===== config.mk =====
export PLATFORM = sky130hd
export DESIGN_NAME = txring_dma
export DESIGN_NICKNAME = d
export VERILOG_FILES = /design/src/rtl/txring_dma.sv
export SDC_FILE = /design/constraint.sdc
export NUM_CORES = 1
export LEC_CHECK = 0
export ABC_CLOCK_PERIOD_IN_PS = 2900
export BUFFER_PORTS_ARGS = -buffer_cell sky130_fd_sc_hd__buf_2
export CORE_UTILIZATION = 50
export DETAILED_ROUTE_END_ITERATION = 16
export GPL_ROUTABILITY_DRIVEN = 1
export PLACE_DENSITY_LB_ADDON = 0.08
export SETUP_SLACK_MARGIN = 0.15
export SKIP_LAST_GASP = 1
export SYNTH_ARGS = -nofsm -noshare
export SYNTH_HDL_FRONTEND = slang
export SYNTH_SLANG_ARGS = --single-unit

===== constraint.sdc =====
create_clock -name clk -period 2.9 [get_ports clk]
set_input_delay 0.58 -clock clk [delete_from_list [all_inputs] [get_ports clk]]
set_output_delay 0.58 -clock clk [all_outputs]
set_load 0.03 [all_outputs]

===== src/rtl/txring_dma.sv =====
module txring_dma #(
  parameter int MAX_FRAME = 8192
) (
  input  logic        clk,
  input  logic        rst_n,
  input  logic [31:0] ring_base,
  input  logic        run_en,
  input  logic        ptr_load,
  input  logic [31:0] ptr_value,
  output logic [31:0] desc_ptr,
  output logic        mem_req,
  output logic        mem_we,
  output logic [31:0] mem_addr,
  output logic [31:0] mem_wdata,
  input  logic        mem_ack,
  input  logic [31:0] mem_rdata,
  output logic [7:0]  tx_data,
  output logic        tx_valid,
  output logic        tx_last,
  input  logic        tx_ready,
  output logic        irq
);
  localparam int LEN_W = 13;
  localparam int OWN_B = 31;
  localparam int WRAP_B = 30;
  localparam int CONT_B = 27;
  localparam int CNT_W = $clog2(MAX_FRAME + 1);
  localparam logic [CNT_W-1:0] MAXV = CNT_W'(MAX_FRAME);

  typedef enum logic [2:0] {IDLE, SCAN, FETCH0, FETCH1, WORD, EMIT, ZERO, RELEASE} st_t;
  st_t st;

  logic [31:0] walk, head_w0, buf_ptr, word;
  logic        seg_wrap, seg_cont, is_head;
  logic [LEN_W-1:0] seg_left;
  logic [1:0]  bidx;
  logic [CNT_W-1:0] total, quota, sat;
  logic [CNT_W+LEN_W-1:0] sum_w;
  logic        step, zero_go;

  function automatic logic [31:0] next_desc(input logic [31:0] a, input logic w, input logic [31:0] b);
    return w ? b : a + 32'd8;
  endfunction

  assign sum_w = {{LEN_W{1'b0}}, total} + {{CNT_W{1'b0}}, mem_rdata[LEN_W-1:0]};
  assign sat   = (sum_w > {{LEN_W{1'b0}}, MAXV}) ? MAXV : sum_w[CNT_W-1:0];

  assign tx_valid = (st == EMIT) && (quota != '0);
  assign tx_last  = tx_valid && (quota == CNT_W'(1));
  assign tx_data  = word[{~bidx, 3'b000} +: 8];
  assign step     = (quota == '0) || tx_ready;
  assign zero_go  = is_head || mem_ack;

  assign mem_req = (st == SCAN) || (st == FETCH0) || (st == FETCH1) || (st == WORD) ||
                   (st == RELEASE) || ((st == ZERO) && !is_head);
  assign mem_we  = (st == ZERO) || (st == RELEASE);
  assign mem_wdata = (st == RELEASE) ? (head_w0 & ~(32'd1 << OWN_B)) : 32'd0;

  always_comb begin
    case (st)
      FETCH1:  mem_addr = walk + 32'd4;
      WORD:    mem_addr = buf_ptr;
      RELEASE: mem_addr = desc_ptr;
      default: mem_addr = walk;
    endcase
  end

  always_ff @(posedge clk) begin
    if (!rst_n) begin
      st <= IDLE; desc_ptr <= '0; walk <= '0; head_w0 <= '0; buf_ptr <= '0;
      word <= '0; seg_wrap <= 1'b0; seg_cont <= 1'b0; is_head <= 1'b1;
      seg_left <= '0; bidx <= '0; total <= '0; quota <= '0; irq <= 1'b0;
    end else begin
      irq <= 1'b0;
      case (st)
        IDLE: begin
          if (ptr_load) desc_ptr <= ptr_value;
          else if (run_en && ring_base != '0) begin
            st <= SCAN; walk <= desc_ptr; is_head <= 1'b1; total <= '0;
          end
        end
        SCAN: if (mem_ack) begin
          if (!mem_rdata[OWN_B]) st <= IDLE;
          else begin
            if (is_head) head_w0 <= mem_rdata;
            total <= sat;
            if (mem_rdata[CONT_B]) begin
              walk <= next_desc(walk, mem_rdata[WRAP_B], ring_base);
              is_head <= 1'b0;
            end else begin
              quota <= sat; walk <= desc_ptr; is_head <= 1'b1; st <= FETCH0;
            end
          end
        end
        FETCH0: if (mem_ack) begin
          seg_wrap <= mem_rdata[WRAP_B];
          seg_cont <= mem_rdata[CONT_B];
          seg_left <= mem_rdata[LEN_W-1:0];
          st <= FETCH1;
        end
        FETCH1: if (mem_ack) begin
          buf_ptr <= mem_rdata;
          st <= (seg_left == '0) ? ZERO : WORD;
        end
        WORD: if (mem_ack) begin
          word <= mem_rdata; buf_ptr <= buf_ptr + 32'd4; bidx <= '0; st <= EMIT;
        end
        EMIT: if (step) begin
          if (quota != '0) quota <= quota - CNT_W'(1);
          seg_left <= seg_left - LEN_W'(1);
          bidx <= bidx + 2'd1;
          if (seg_left == LEN_W'(1)) st <= ZERO;
          else if (bidx == 2'd3) st <= WORD;
        end
        ZERO: if (zero_go) begin
          walk <= next_desc(walk, seg_wrap, ring_base);
          if (seg_cont) begin is_head <= 1'b0; st <= FETCH0; end
          else st <= RELEASE;
        end
        RELEASE: if (mem_ack) begin
          desc_ptr <= walk; irq <= 1'b1; st <= IDLE;
        end
        default: st <= IDLE;
      endcase
    end
  end

  assert_stream_hold_R9: assert property (@(posedge clk) disable iff (!rst_n)
    tx_valid && !tx_ready |=> tx_valid && $stable(tx_data) && $stable(tx_last));

  assert_mem_hold_R10: assert property (@(posedge clk) disable iff (!rst_n)
    mem_req && !mem_ack |=> mem_req && $stable(mem_addr) && $stable(mem_we) && $stable(mem_wdata));

  assert_irq_pulse_R7: assert property (@(posedge clk) disable iff (!rst_n)
    irq |=> !irq);

  assert_release_clears_own_R7: assert property (@(posedge clk) disable iff (!rst_n)
    mem_req && mem_we |-> !mem_wdata[OWN_B]);

  assert_no_beat_at_irq_R8: assert property (@(posedge clk) disable iff (!rst_n)
    irq |-> !tx_valid && !mem_req);
endmodule


======== Yosys cells after proc, flatten, opt, wreduce, memory -nomap -nowiden ========
Cells that the tools add are included.
word-level totals
  register bits ........................... 209
  input bits .............................. 102
operators by class
  eq/ne operators ......................... 26
  shift operators ......................... 1
  reductions and logical operators ........ 38
  $add $sub $neg .......................... 7
  bitwise logic cells ..................... 1
  order comparisons ....................... 1
  muxes and demuxes ....................... 60
operator list
  operator                                                                number
  32-bit two-way mux                                                      12
  32-bit one-hot mux with 3 select lines                                  2
  14-bit two-way mux                                                      10
  32-bit one-hot mux with 2 select lines                                  2
  32-bit by 3-bit adder with 32-bit output, second input constant         2
  14-bit one-hot mux with 2 select lines                                  2
  3-bit two-way mux                                                       14
  32-bit by 4-bit adder with 32-bit output, second input constant         1
  32-bit nonzero test                                                     1
  32-bit by 6-bit variable part select with 8-bit output                  1
  31-bit two-way mux                                                      1
  13-bit two-way mux                                                      2
  2-bit != test, second input constant                                    13
  13-bit one-hot mux with 2 select lines                                  1
  3-bit one-hot mux with 8 select lines                                   1
  14-bit by 13-bit adder with 15-bit output                               1
  15-bit by 14-bit > comparator with 1-bit output, second input constant  1
  14-bit by 1-bit == test with 1-bit output, second input constant        1
  14-bit logical NOT                                                      1
  14-bit nonzero test                                                     1
  14-bit by 1-bit subtractor with 14-bit output, second input constant    1
  13-bit by 1-bit == test with 1-bit output, second input constant        1
  13-bit logical NOT                                                      1
  13-bit by 1-bit subtractor with 13-bit output, second input constant    1
  26 further kinds                                                        60

======== Depth between registers and ports, before layout ========
  depth after elaboration ................. 7
  mapped depth ............................ 12
  depth with buffers taken out ............ 10

======== Worst setup path before layout ========
No wires, ideal clock.
  kind .................................... reg-to-output
  start ................................... register st[1]
  end ..................................... output mem_addr[7]
  setup slack ............................. -235 ps
  cell stages (with the launch flop) ...... 7
  arrival ................................. 2555 ps
  buffers on the path ..................... 2
  path through ............................ dfxtp_1 -> buf_2 -> nand2_1 -> nor2_1 -> clkbuf_1 -> nand2_1 -> o311ai_0
between the ends
  word-level cells in the longest chain between the ends .. 2
  elaborated cells on any way between the ends .. 4
RTL lines
  item                                                                       line  RTL
  start: declaration                                                         31    st_t st;
  start signal: assignment                                                   103   st <= (seg_left == '0) ? ZERO : WORD;
  3-bit == test or 3-bit by 2-bit == test with 1-bit output (tied branches)  60    case (st)
  32-bit one-hot mux with 3 select lines (*)                                 60
  end: declaration                                                           13    output logic [31:0] mem_addr,
Every way passes the cells marked *; elsewhere a longest branch is shown, timed or not.

======== Final worst setup path ========
  start ................................... register walk[3]
  end ..................................... output mem_addr[31]
between the ends
  word-level cells in the longest chain between the ends .. 2
RTL lines
  item                                      line  RTL
  start: declaration                        33    logic [31:0] walk, head_w0, buf_ptr, word;
  start signal: assignment                  88    walk <= next_desc(walk, mem_rdata[WRAP_B], ring_base);
  start signal: assignment                  116   walk <= next_desc(walk, seg_wrap, ring_base);
  32-bit by 3-bit adder with 32-bit output  61    FETCH1: mem_addr = walk + 32'd4;
  32-bit one-hot mux with 3 select lines    60
No other way between the ends.

==> key figures <==
STA
  – Number of setup violations in the final report: 20
  – Tmin final: 3.35 ns
  – Max Fclk: 299 MHz
  – Post-route clock period utilization: 115%
  – Slew at the pin closest to its max-slew limit: 0.850 ns
  – Number of hold violations in the final report: 0
  – Setup repair after global routing missed its margin: yes
  – Post-route worst setup slack: -0.449 ns
  – Final count of pins violating max slew: 0
  – Worst slew margin: 43.0%
  – Worst hold margin: 0.294 ns
  – Skew final: 0.0234 ns

Global route
  – Wire length of the first global-routing pass: 78200 µm
  – All-Layer GR Usage: 38.0%
  – Overall overflow remaining after global route: 0
  – Via count of the first global-routing pass: 13.6k
  – Number of antenna violations at the first check in global routing: 0
  – Largest net degree at the start of global routing: 75

Placed design
  – I/O Buffers: 209
  – Sum of net half-perimeters after detailed placement: 36600 µm
  – Placed inst area: 15000 µm²
  – Dpl ws: -0.253 ns
  – GPL Wtd Cong: 0.974

Logic synthesis
  – Fraction of registers with async set/reset: 0%
  – Synth Area per Inst: 7.11 µm²
  – Synth top area share: 32.6%
  – Flops & latches, synth: 209
  – Post-synth cell types: 78
  – Cell types with the highest counts after synthesis: 330 x nand2_1, 212 x a21oi_1, 209 x dfxtp_1
  – Post-synthesis sequential area ratio: 32.6%
  – Post-synth top flop: dfxtp_1
  – Post-synthesis cell type with the largest combined area: dfxtp_1
  – Number of enable-type register cells in the synthesized netlist: 0
  – Syn nets: 1930
  – Library cell with the highest instance count after synthesis: nand2_1
  – Netlist area before placement: 12800 µm²
  – Top post-synthesis cells by area: dfxtp_1 33%, nand2_1 9.6%, a21oi_1 8.3%
  – Count of yosys warnings during synthesis: 0
  – Synthesized netlist cell count: 1806

Layout
  – Share of cells above drive strength 1: 28.0%
  – Layout overhead on the synthesized area: 33.0%
  – Sequential cell area: 4230 µm²
  – Multi-input gate area in the final layout: 8450 µm²
  – Inserted Diodes: 0
  – Final design area excluding fillers: 17100 µm²
  – Filler cells: 2192
  – Nets: 2232

Die
  – Horizontal extent of the die: 162 µm
  – DIE AREA: 26300 µm²
  – Number of ports placed on the die boundary: 211
  – Y dimension of the die: 162 µm
  – Site Rows: 58
  – Placeable core region: 25200 µm²
  – Effective utilization at floorplan: 51.0%

Setup path
  – Worst Reg-to-Reg Cells: 10
  – Startpoint of the most critical setup path: walk[3]$_SDFFE_PN0P_
  – Category of the critical setup timing path: reg -> out
  – Register-to-register setup slack: 0.18 ns
  – R2R Path End: quota[0]$_SDFFE_PN0P_
  – CP Data Required Time: 2.32 ns
  – Data arrival at the endpoint of the critical path: 2.77 ns
  – Origin of the critical flop-to-flop path: total[0]$_SDFFE_PN0P_
  – Capturing element type of the critical path: output pin
  – Biggest fanout along the worst timing path: 3
  – Kind of launch point of the worst setup path: flop

Routing
  – Detail-routed via count per cell: 6.30
  – Initial drt markers: 2006
  – Routed vias: 15.5k
  – Mean routed wirelength per cell: 21.3 µm
  – Antenna violation net count after detailed routing: 0
  – Drt total wl: 52200 µm
  – Number of design rule violations left after detail routing: 0
  – Pre-Repair DR Iteration Count: 7

Clocking
  – CTS hold repair buffers: 0
  – Number of sinks on the clock net: 209
  – Number of buffers on the longest clock path: 3
  – Clock latency of the later-clocked register in the worst-skew pair: 0.54 ns
  – Deepest level of the CTS H-tree: 1
  – Clk pin slew, worst setup/hold paths: 0.07 ns
  – CTS buffer count: 25
  – Root cell of the clock tree: clkbuf_16
  – Clock tree from TritonCTS: built

Pwr
  – IR Drop Worst-Case VDD: 441 µV
  – PwrDens: 567 nW/µm²
  – Leakage power: 6.82 nW

Job
  – Max Cap Viol: 0

Worst hold path
  – Count of cells along the worst hold path: 3
  – Worst-case hold path end point: desc_ptr[4]$_SDFFE_PN0P_
  – Startpoint of the lowest-slack hold path: ptr_value[4]
  – Worst min-delay path class: in -> reg

Status
  – Run status: complete, but fails checks
  – Failing checks: negative setup slack
==> sequential cells by signal (all words and copies together), names as in the netlist <==
register	count
total	14
seg_left	13
st	3
walk	32
quota	14
seg_cont	1
buf_ptr	32
is_head	1
head_w0	31
bidx	2
desc_ptr	32
word	32
seg_wrap	1
irq	1
==> worst max-delay path, cell delays in order, from the launching register on <==
cell     delay [ns]
dfxtp_4        0.37
ha_4           0.13
and3_4         0.20
nand4_1        0.16
or3_4          0.46
nor2_4         0.13
and3_4         0.19
and2_4         0.14
a21oi_2        0.04
o22a_2         0.26
buf_6          0.14
==> power breakdown <==
| group | internal, mW | switching, mW |
|---|---|---|
| sequential | 3.09 | 0.267 |
| combinational | 1.05 | 1.70 |
| clock | 2.22 | 1.35 |
| total | 6.36 | 3.32 |
==> placed cells by master (no fill, tap or decap), types with 11 or more instances in the layout <==
master     Yosys  final
a211oi_1      20     17
a21o_1        19     19
a21oi_1      212    198
a21oi_2        4     18
a222oi_1      13     13
a22oi_1       29     28
a311oi_1      30     30
a31oi_1       15     14
and2_1        43     41
and3_1        22     12
buf_2         25    181
buf_4          4    195
buf_6          0     29
clkbuf_16      0     26
dfxtp_1      209    191
dfxtp_4        0     11
ha_1          21     17
inv_1         23     22
nand2_1      330    324
nand3_1       56     53
nand4_1       14     14
nor2_1       190    179
nor3_1        37     35
nor4_1        23     22
o211ai_1      13     13
o21ai_0      139    132
==> layout make-up <==
cell class	instances	share of cell area (%)
tap	330	2.42
sequential	209	24.8
clock buffer	31	4.03
multi-input combinational	1430	49.5
timing repair buffer	418	17.3
inverter	24	0.557
clock inverter	15	1.40
==> per-stage QoR <==
step | TNS (ns) | total power, mW | instances | utilization [%]
floorplan | 0 | 4.85 | 1806 | -
global placement | -0.617 | 5.79 | 2358 | 59.6
detailed placement | -0.868 | 5.82 | 2358 | 59.6
CTS | -3.98 | 9.52 | 2439 | 66.2
global route | -7.06 | 10.0 | 2457 | 67.8
finish | -5.11 | 9.69 | 2457 | 67.8
==> how the worst max path moves through the flow <==
stage | end | cells after the start | slack [ns]
2_1_floorplan | quota[0]$_SDFFE_PN0P_ | 10 | 0.12
3_3_place_gp | quota[0]$_SDFFE_PN0P_ | 11 | -0.20
3_5_place_dp | quota[0]$_SDFFE_PN0P_ | 11 | -0.25
4_1_cts | mem_addr[31] | 10 | -0.38
5_1_grt | mem_addr[31] | 10 | -0.51
6_report | mem_addr[31] | 10 | -0.45
==> routing by layer <==
layer / global-route usage, % / part of all wire (%)
met5: 0 / 0
met4: 14.2 / 3.4
met3: 7.38 / 11
met2: 56.4 / 43
met1: 54.2 / 42
==> cell families after synthesis <==
family | share of synthesized area, %
simple gates | 27.5
xor+xnor | 0.877
buf+inv | 5.25
other cells | 0.0292
fa+ha+maj | 2.20
compound gates | 29.4
flops | 32.6
mux | 2.12
==> repair_timing <==
action / 4_1_cts / 5_1_grt
pin swaps: 33 / 37
resized for setup: 143 / 60
cloned: 2 / 2
buffers inserted: 33 / 16
endpoints found under the setup margin: 34 / 56
Note: power is estimated with default switching activity, not from simulation.
